$ cat src/rtl/vram_arb_pkg.sv
package vram_arb_pkg;

   typedef enum logic [2:0] {
      ST_IDLE,
      ST_PEND,
      ST_OEOFF,
      ST_BUF,
      ST_STROBE,
      ST_RELEASE
   } hand_state_t;

   typedef struct packed {
      logic buf_n;
      logic oe_n;
      logic we_n;
   } ctrl_t;

   localparam ctrl_t CTRL_SCAN = '{buf_n: 1'b1, oe_n: 1'b0, we_n: 1'b1};
   localparam ctrl_t CTRL_QUIET = '{buf_n: 1'b1, oe_n: 1'b1, we_n: 1'b1};
   localparam ctrl_t CTRL_OPEN = '{buf_n: 1'b0, oe_n: 1'b1, we_n: 1'b1};
   localparam ctrl_t CTRL_WRITE = '{buf_n: 1'b0, oe_n: 1'b1, we_n: 1'b0};

   function automatic ctrl_t ctrl_of(hand_state_t s);
      case (s)
         ST_OEOFF:   return CTRL_QUIET;
         ST_BUF:     return CTRL_OPEN;
         ST_STROBE:  return CTRL_WRITE;
         ST_RELEASE: return CTRL_QUIET;
         default:    return CTRL_SCAN;
      endcase
   endfunction

endpackage

$ cat src/rtl/vram_win_decode.sv
module vram_win_decode #(
   parameter int ADDR_W   = 16,
   parameter int WIN_BASE = 'hF400,
   parameter int WIN_LAST = 'hFFFF
) (
   input  logic [ADDR_W-1:0] addr,
   output logic              hit
);
   localparam logic [ADDR_W-1:0] BASE_V = ADDR_W'(WIN_BASE);
   localparam logic [ADDR_W-1:0] LAST_V = ADDR_W'(WIN_LAST);
   localparam bit AT_TOP = (WIN_LAST == (2 ** ADDR_W) - 1);

   if (WIN_BASE > WIN_LAST) begin : g_bad_window
      $error("window base above window end");
   end

   if (AT_TOP) begin : g_top_window
      // Window reaches the top of the space: one comparator suffices.
      assign hit = (addr >= BASE_V);
   end else begin : g_mid_window
      assign hit = (addr >= BASE_V) && (addr <= LAST_V);
   end
endmodule

$ cat src/rtl/vram_req_latch.sv
module vram_req_latch #(
   parameter int ADDR_W = 16,
   parameter int DATA_W = 8
) (
   input  logic              clk,
   input  logic              rst_n,
   input  logic              load,
   input  logic [ADDR_W-1:0] addr_in,
   input  logic [DATA_W-1:0] data_in,
   output logic [ADDR_W-1:0] addr_q,
   output logic [DATA_W-1:0] data_q
);
   always_ff @(posedge clk) begin
      if (!rst_n) begin
         addr_q <= '0;
         data_q <= '0;
      end else if (load) begin
         addr_q <= addr_in;
         data_q <= data_in;
      end
   end
endmodule

$ cat src/rtl/vram_handover_fsm.sv
module vram_handover_fsm
   import vram_arb_pkg::*;
#(
   parameter int STROBE_CYC = 2,
   parameter int CLK_RATIO  = 20
) (
   input  logic clk,
   input  logic rst_n,
   input  logic sel_hit,
   input  logic scan_busy,
   output logic accept,
   output logic host_ready,
   output ctrl_t ctrl
);
   localparam int CNT_W = (STROBE_CYC < 2) ? 1 : $clog2(STROBE_CYC);
   localparam int SEQ_LEN = STROBE_CYC + 4;
   localparam logic [CNT_W-1:0] CNT_LOAD = CNT_W'(STROBE_CYC - 1);

   if (STROBE_CYC < 2) begin : g_bad_strobe
      $error("write strobe must last at least two clocks");
   end
   if (SEQ_LEN > CLK_RATIO) begin : g_bad_ratio
      $error("handover does not fit in one host clock");
   end

   hand_state_t state, nxt;
   logic [CNT_W-1:0] cnt, cnt_nxt;
   logic stall, stall_nxt, collide;

   assign accept  = sel_hit && (state == ST_IDLE);
   assign collide = sel_hit && (state != ST_IDLE);

   always_comb begin
      nxt     = state;
      cnt_nxt = cnt;
      case (state)
         ST_IDLE:    if (accept) nxt = scan_busy ? ST_PEND : ST_OEOFF;
         ST_PEND:    if (!scan_busy) nxt = ST_OEOFF;
         ST_OEOFF:   nxt = ST_BUF;
         ST_BUF: begin
            nxt     = ST_STROBE;
            cnt_nxt = CNT_LOAD;
         end
         ST_STROBE: begin
            if (cnt == '0) nxt = ST_RELEASE;
            else cnt_nxt = cnt - 1'b1;
         end
         ST_RELEASE: nxt = ST_IDLE;
         default:    nxt = ST_IDLE;
      endcase
   end

   always_comb begin
      if (state == ST_RELEASE) stall_nxt = 1'b0;
      else stall_nxt = stall || (accept && scan_busy) || collide;
   end

   always_ff @(posedge clk) begin
      if (!rst_n) begin
         state <= ST_IDLE;
         cnt   <= '0;
         stall <= 1'b0;
      end else begin
         state <= nxt;
         cnt   <= cnt_nxt;
         stall <= stall_nxt;
      end
   end

   assign ctrl       = ctrl_of(state);
   assign host_ready = !stall;
endmodule

$ cat src/rtl/vram_host_arbiter.sv
module vram_host_arbiter
   import vram_arb_pkg::*;
#(
   parameter int ADDR_W     = 16,
   parameter int DATA_W     = 8,
   parameter int WIN_BASE   = 'hF400,
   parameter int WIN_LAST   = 'hFFFF,
   parameter int STROBE_CYC = 2,
   parameter int CLK_RATIO  = 20
) (
   input  logic              clk,
   input  logic              rst_n,
   input  logic              host_sel,
   input  logic [ADDR_W-1:0] host_addr,
   input  logic [DATA_W-1:0] host_data,
   input  logic              scan_busy,
   output logic              host_ready,
   output logic [ADDR_W-1:0] wr_addr,
   output logic [DATA_W-1:0] wr_data,
   output logic              buf_oe_n,
   output logic              vram_oe_n,
   output logic              vram_we_n
);
   logic  hit, accept;
   ctrl_t ctrl;

   vram_win_decode #(
      .ADDR_W(ADDR_W), .WIN_BASE(WIN_BASE), .WIN_LAST(WIN_LAST)
   ) u_dec (
      .addr(host_addr), .hit(hit)
   );

   vram_handover_fsm #(
      .STROBE_CYC(STROBE_CYC), .CLK_RATIO(CLK_RATIO)
   ) u_fsm (
      .clk(clk), .rst_n(rst_n), .sel_hit(host_sel && hit),
      .scan_busy(scan_busy), .accept(accept),
      .host_ready(host_ready), .ctrl(ctrl)
   );

   vram_req_latch #(
      .ADDR_W(ADDR_W), .DATA_W(DATA_W)
   ) u_lat (
      .clk(clk), .rst_n(rst_n), .load(accept),
      .addr_in(host_addr), .data_in(host_data),
      .addr_q(wr_addr), .data_q(wr_data)
   );

   assign buf_oe_n  = ctrl.buf_n;
   assign vram_oe_n = ctrl.oe_n;
   assign vram_we_n = ctrl.we_n;
endmodule

$ cat config.mk
export PLATFORM = sky130hd
export DESIGN_NAME = vram_host_arbiter
export DESIGN_NICKNAME = d
export VERILOG_FILES = /design/src/rtl/vram_arb_pkg.sv /design/src/rtl/vram_win_decode.sv /design/src/rtl/vram_req_latch.sv /design/src/rtl/vram_handover_fsm.sv /design/src/rtl/vram_host_arbiter.sv
export SDC_FILE = /design/constraint.sdc
export NUM_CORES = 1
export LEC_CHECK = 0
export ABC_AREA = 1
export BUFFER_PORTS_ARGS = -buffer_cell sky130_fd_sc_hd__buf_4
export CORE_MARGIN = 5
export CORE_UTILIZATION = 50
export CTS_BUF_LIST = sky130_fd_sc_hd__clkbuf_4 sky130_fd_sc_hd__clkbuf_8 sky130_fd_sc_hd__clkbuf_16
export DETAILED_ROUTE_END_ITERATION = 8
export PLACE_DENSITY = 0.8
export SLEW_MARGIN = 10
export SYNTH_ARGS = -nofsm -noshare
export SYNTH_HDL_FRONTEND = slang
export SYNTH_HIERARCHICAL = 1
export SYNTH_SLANG_ARGS = --single-unit
$ cat constraint.sdc
create_clock -name clk -period 3.5 [get_ports clk]
set_input_delay 0 -clock clk [delete_from_list [all_inputs] [get_ports clk]]
set_output_delay 0 -clock clk [all_outputs]
set_load 0.02 [all_outputs]
# Word-level counts from Yosys, hierarchy flattened

Cells that the tools add are included.

Bits in registers: 29
Output and inout bits: 28

Add/sub/neg operators: 1
Magnitude comparators: 1
Eq/ne operators: 8
Mux-type cells: 8
Bitwise logic cells: 1
Reductions and logical operators: 13

Operator list:

| cell                                                | number |
|---|---|
| >= comparator 16 bit, second input constant         | 1 |
| case mux 3 bit (5 select lines)                     | 1 |
| 2-to-1 mux 3 bit                                    | 3 |
| case mux 3 bit (3 select lines)                     | 1 |
| equality test 3 x 2 -> 1 bit, second input constant | 2 |
| equality test 3 bit, second input constant          | 2 |
| logical AND 1 bit                                   | 4 |
| != test 2 bit, second input constant                | 2 |
| OR reduction 2 bit                                  | 2 |
| equality test 3 x 1 -> 1 bit, second input constant | 1 |
| logical NOT 3 bit                                   | 1 |
| AND reduction 3 bit                                 | 1 |
| nonzero test 3 bit                                  | 1 |
| logical OR 1 bit                                    | 2 |
| 2-to-1 mux 2 bit                                    | 1 |
| != test 2 x 1 -> 1 bit, second input constant       | 1 |
| case mux 1 bit (2 select lines)                     | 1 |
| nonzero test 2 bit                                  | 1 |
| logical NOT 1 bit                                   | 1 |
| 2-to-1 mux 1 bit                                    | 1 |
| inverter 1 bit                                      | 1 |
| subtractor 1 bit, second input constant             | 1 |

# Longest topological paths before layout

Word-level depth: 6
Depth in mapped cells: 12

# Cells and area by module

Netlist, hierarchy kept.

By module, submodules not included:

| module            | times used | cells an instance | area each (µm²) | sequential area each (µm²) |
|---|---|---|---|---|
| vram_req_latch    | 1          | 151               | 980.9           | 480.5 |
| vram_handover_fsm | 1          | 43                | 269.0           | 100.1 |
| vram_win_decode   | 1          | 7                 | 28.8            | 0.0 |
| vram_host_arbiter | 1          | 2                 | 7.5             | 0.0 |

# Worst setup path before layout

Ideal clock, no wire load.

Path type: register to register
Start point: reg u_fsm.state[0]
End point: reg u_lat.addr_q[10]
Library setup time: 64 ps
Arrival: 1182 ps
Data required time: 3436 ps
Path slack: 2254 ps
Stages on the path, launching flop included: 6
Clock period less this slack: 1246 ps
Cells stage by stage: dfxtp_1 > nor4_1 > buf_4 > buf_6 > nor2_1 > nor2_1

Word-level cells in the longest chain between the ends: 2

Ends and longest elaborated chain:

| item                   | RTL line                | RTL |
|---|---|---|
| start, declared        | vram_handover_fsm.sv:26 | `hand_state_t state, nxt;` |
| start signal, assigned | vram_handover_fsm.sv:64 | `state <= nxt;` |
| logical NOT 3 bit      | vram_handover_fsm.sv:30 | `assign accept = sel_hit && (state == ST_IDLE);` |
| logical AND 1 bit      | vram_handover_fsm.sv:30 |  |
| via accept             | vram_host_arbiter.sv:24 | `logic hit, accept;` |
| end signal, assigned   | vram_req_latch.sv:18    | `addr_q <= addr_in;` |
| end, declared          | vram_req_latch.sv:10    | `output logic [ADDR_W-1:0] addr_q,` |

The timed path passes the listed nets, and every way through them passes these cells.
A chain may end at the register's enable or synchronous reset.

# Worst setup path in the final report

Start point: in host_addr[12]
End point: reg u_lat.addr_q[0]

Word-level cells in the longest chain between the ends: 3

Ends and longest elaborated chain:

| item                 | RTL line                | RTL |
|---|---|---|
| start, declared      | vram_host_arbiter.sv:14 | `input logic [ADDR_W-1:0] host_addr,` |
| >= comparator 16 bit | vram_win_decode.sv:19   | `assign hit = (addr >= BASE_V);` |
| via hit              | vram_host_arbiter.sv:24 |  |
| logical AND 1 bit    | vram_host_arbiter.sv:36 | `.clk(clk), .rst_n(rst_n), .sel_hit(host_sel && hit),` |
| logical AND 1 bit    | vram_handover_fsm.sv:30 |  |
| via accept           | vram_host_arbiter.sv:24 |  |

The timed path passes the listed nets, and every way through them passes these cells.

==> flow_summary.html <==
<table>
<tr><th>Metric</th><th>Value</th></tr>
<tr><th colspan="2">Clocking</th></tr>
<tr><td>Maximum number of buffers from clock root to sink</td><td>2</td></tr>
<tr><td>Setup Buffers After CTS</td><td>0</td></tr>
<tr><td>CTS tree</td><td>yes</td></tr>
<tr><td>Count of H-tree levels built during CTS</td><td>2</td></tr>
<tr><td>Cts hold-fix bufs</td><td>25</td></tr>
<tr><td>Number of sinks driven by the clock tree</td><td>29</td></tr>
<tr><td>CTS buffer count</td><td>5</td></tr>
<tr><td>Clock insertion delay at the later pin of the skew report</td><td>0.31 ns</td></tr>
<tr><td>Clk Tree Root Cell</td><td>clkbuf_4</td></tr>
<tr><td>Clock-pin transition on the worst setup and hold timing paths</td><td>roughly 0.09 ns</td></tr>
<tr><td>Quantity of gates resized following cts</td><td>0</td></tr>
<tr><th colspan="2">Cells and area</th></tr>
<tr><td>Signed area change from the synthesized netlist to the final layout</td><td>55.9%</td></tr>
<tr><td>Commonest cells after routing, fill and taps aside</td><td>61 x nand2_1, 56 x buf_4, 55 x nor2_1, 34 x inv_1, 29 x dfxtp_1</td></tr>
<tr><td>Most common cell after layout, fill and taps aside</td><td>nand2_1</td></tr>
<tr><td>Fillers</td><td>between 150 and 200</td></tr>
<tr><td>Antenna diode instance count</td><td>0</td></tr>
<tr><td>Ratio of cells with drive above 1 in the final layout</td><td>0.239</td></tr>
<tr><td>Layout net count</td><td>between 300 and 400</td></tr>
<tr><th colspan="2">Critical path</th></tr>
<tr><td>Critical Path Source Type</td><td>input port</td></tr>
<tr><td>Path type of the worst setup path</td><td>input port to register</td></tr>
<tr><td>FF-to-FF setup slack</td><td>~2.0 ns</td></tr>
<tr><td>Endpoint arrival time on the critical path</td><td>1.90 ns</td></tr>
<tr><td>Worst Path Max Fanout</td><td>48</td></tr>
<tr><td>FF-to-FF path depth</td><td>5</td></tr>
<tr><td>Kind of end point of the critical path</td><td>register</td></tr>
<tr><td>Critical path required time</td><td>3.71 ns</td></tr>
<tr><td>Launching point of the worst reg2reg path</td><td>u_fsm/state[0]$_SDFFE_PN0P_</td></tr>
<tr><td>Critical R2R Capture</td><td>u_lat/addr_q[0]$_SDFFE_PN0P_</td></tr>
<tr><th colspan="2">Placement</th></tr>
<tr><td>Placer's final routability congestion estimate</td><td>0.855</td></tr>
<tr><td>Port bufs</td><td>55</td></tr>
<tr><td>Sum of net half-perimeters after detailed placement</td><td>1970 um</td></tr>
<tr><th colspan="2">Synth</th></tr>
<tr><td>#FFs+latches synth</td><td>29</td></tr>
<tr><td>Portion of the post-synthesis area used by sequential elements</td><td>0.451</td></tr>
<tr><td>Dominant combinational cell family by area after synthesis</td><td>simple AND/OR/NAND/NOR gates</td></tr>
<tr><td>Syn. warnings</td><td>6</td></tr>
<tr><td>Number of distinct library cell variants in the gate-level netlist after synthesis</td><td>13</td></tr>
<tr><td>Xor/xnor share of the synthesized area</td><td>0</td></tr>
<tr><td>Share of synthesized cell area in and, or, nand and nor gates</td><td>0.381</td></tr>
<tr><td>Fraction of synthesized area in multiplexers</td><td>0</td></tr>
<tr><td>Synthesized area divided by synthesized cell count</td><td>roughly 6.3 um2</td></tr>
<tr><td>Library cell with the largest summed area after synthesis</td><td>dfxtp_1</td></tr>
<tr><td>Fraction of post-synthesis cell area in the top cell type by area</td><td>0.451</td></tr>
<tr><td>Number of instances in the synthesized netlist</td><td>a little over 200</td></tr>
<tr><td>Synth Area in Adders</td><td>0</td></tr>
<tr><td>Netlist Area Pre-Place</td><td>0.00129 mm2</td></tr>
<tr><td>Post-Syn Nets</td><td>231</td></tr>
<tr><td>Area fraction in compound gates after synthesis</td><td>0.0292</td></tr>
<tr><td>Area contributors post-synth</td><td>dfxtp_1 45%, nand2_1 18%, nor2_1 16%</td></tr>
<tr><th colspan="2">STA</th></tr>
<tr><td>Fmax achieved</td><td>594 MHz</td></tr>
<tr><td>Max transition margin</td><td>0.710</td></tr>
<tr><td>Final-report hold violation count</td><td>0</td></tr>
<tr><td>Final cycle utilization of the critical path</td><td>0.481</td></tr>
<tr><td>Worst Skew</td><td>roughly 0.0055 ns</td></tr>
<tr><td>Final sum of negative setup slack</td><td>0 ns</td></tr>
<tr><td>Clock period minus final worst setup slack</td><td>1.68 ns</td></tr>
<tr><td>Total of endpoints with negative setup slack in the final report</td><td>0</td></tr>
<tr><td>Worst hold slack</td><td>0.0503 ns</td></tr>
<tr><td>Pin slew with the least headroom to its limit</td><td>between 0.4 and 0.5 ns</td></tr>
<tr><td>RSZ-0062 raised after global routing</td><td>no</td></tr>
<tr><td>Count of final max-slew check failures</td><td>0</td></tr>
<tr><th colspan="2">Detailed routing</th></tr>
<tr><td>Via density per instance</td><td>4.33</td></tr>
<tr><td>DRC violations left</td><td>0</td></tr>
<tr><td>Average detailed-routed wire length per instance</td><td>10.5 um</td></tr>
<tr><td>DR iter-0 viols</td><td>76</td></tr>
<tr><td>TritonRoute pass-1 iters</td><td>5</td></tr>
<tr><td>Total Wirelength</td><td>3300 um</td></tr>
<tr><td>Post-route antenna net violation count</td><td>0</td></tr>
<tr><td>Via count</td><td>1365</td></tr>
<tr><th colspan="2">Floorplan</th></tr>
<tr><td>Top Ports</td><td>56</td></tr>
<tr><td>Placeable Area</td><td>~0.0025 mm2</td></tr>
<tr><td>Starting Density</td><td>0.519</td></tr>
<tr><td>Die area</td><td>roughly 0.0037 mm2</td></tr>
<tr><td>Total number of placement rows</td><td>18</td></tr>
<tr><td>DIE WIDTH</td><td>60.7 um</td></tr>
<tr><td>DIE HEIGHT</td><td>60.7 um</td></tr>
<tr><th colspan="2">GRT</th></tr>
<tr><td>Antenna violations before repair</td><td>0</td></tr>
<tr><td>Vias in the first global route</td><td>1317</td></tr>
<tr><td>First-pass GRT wire length</td><td>roughly 5400 um</td></tr>
<tr><td>Global route overflow</td><td>0</td></tr>
<tr><td>Maximum number of pins on one net before global-route repair</td><td>49</td></tr>
<tr><td>GRT Util Overall</td><td>0.198</td></tr>
<tr><th colspan="2">Worst hold path</th></tr>
<tr><td>Hold/Removal Path Class</td><td>input port to register</td></tr>
<tr><td>Worst Min Path Start</td><td>rst_n</td></tr>
<tr><td>Depth of the worst hold-timing path</td><td>3</td></tr>
<tr><td>Hold path endpoint</td><td>u_lat/data_q[4]$_SDFFE_PN0P_</td></tr>
<tr><th colspan="2">Pwr</th></tr>
<tr><td>Maximum vdd drop</td><td>0.271 mV</td></tr>
<tr><td>Power density over the cells</td><td>321 mW/mm2</td></tr>
<tr><td>Static leakage power</td><td>0.00106 uW</td></tr>
<tr><th colspan="2">Run</th></tr>
<tr><td>Max-cap violations</td><td>0</td></tr>
<tr><th colspan="2">Outcome</th></tr>
<tr><td>Result of the run</td><td>completed</td></tr>
</table>
[cells by family after synthesis]
logic type	count (synthesis)
AND/OR/NAND/NOR	126
buffers and inverters	41
flip-flops	29
AO/OA/AOI/OAI	7
[metrics by stage]
stage / setup slack, ns / instances / cell area [um2] / total power, uW / util
finish: 1.82 / 315 / 2010 / 644 / 0.810
global route: 1.72 / 315 / 2010 / 679 / 0.810
detailed placement: 2.08 / 282 / 1700 / 430 / 0.686
global placement: 2.13 / 282 / 1700 / 430 / 0.686
CTS: 1.87 / 315 / 2010 / 647 / 0.810
floorplan: 2.25 / 203 / 1290 / 392 / -
[critical path, cell delays in order]
cell,delay [ns]
dlygate4sd3_1,0.53
buf_4,0.11
nand2_1,0.04
inv_1,0.05
nand2_1,0.06
nor2_2,0.07
nand2_1,0.05
inv_1,0.08
inv_1,0.07
nor4_2,0.13
buf_4,0.43
nand2_1,0.12
nand2_1,0.09
nor2_1,0.05
[per-layer routing]
metal / part of all wire / vias to the layer above / GRT usage
met1: 0.39 / 562 / 0.206
li1: - / 753 / -
met3: 0.078 / 2 / 0.0532
met2: 0.53 / 48 / 0.373
met5: 0 / - / 0
met4: 0.0058 / 0 / 0.0774
[report_power, final]
group | internal, uW | switching [uW] | leakage, uW
registers | 336 | 5.01 | 0.000234
logic | 59.0 | 46.5 | 0.000794
clock network | 84.2 | 113 | 0.0000354
total | 480 | 165 | 0.00106
[synth_stat cells (all sizes together)]
library cell and n:
buf 7, nand3 6, a21oi 4, inv 34
o31ai 1, nor4 1, o21ai 2, nand2 61
dfxtp 29, nor2 58
[area by class of cell]
cell class,count,area (um2),share of cell area
Clock buffer,6,45.0,0.0225
Clock inverter,2,10.0,0.00499
Inverter,34,128,0.0636
Multi-Input combinational cell,133,534,0.266
Sequential cell,29,581,0.289
Tap cell,30,37.5,0.0187
Timing Repair Buffer,81,671,0.334
[registers in the layout (all words and copies together), names as in the netlist]
| register | count |
|---|---|
| u_lat/data_q | 8 |
| u_lat/addr_q | 16 |
| u_fsm/stall | 1 |
| u_fsm/cnt | 1 |
| u_fsm/state | 3 |
[worst max path at each step]
stage	end	slack, ns	start
2_1_floorplan	u_lat/addr_q[10]$_SDFFE_PN0P_	2.25	u_fsm/state[0]$_SDFFE_PN0P_
3_3_place_gp	u_lat/data_q[2]$_SDFFE_PN0P_	2.13	host_addr[12]
3_5_place_dp	u_lat/addr_q[15]$_SDFFE_PN0P_	2.08	u_fsm/state[0]$_SDFFE_PN0P_
4_1_cts	u_lat/addr_q[15]$_SDFFE_PN0P_	1.87	host_addr[13]
5_1_grt	u_lat/addr_q[0]$_SDFFE_PN0P_	1.72	host_addr[14]
6_report	u_lat/addr_q[0]$_SDFFE_PN0P_	1.82	host_addr[12]
Power figures use the tool's default switching activity.
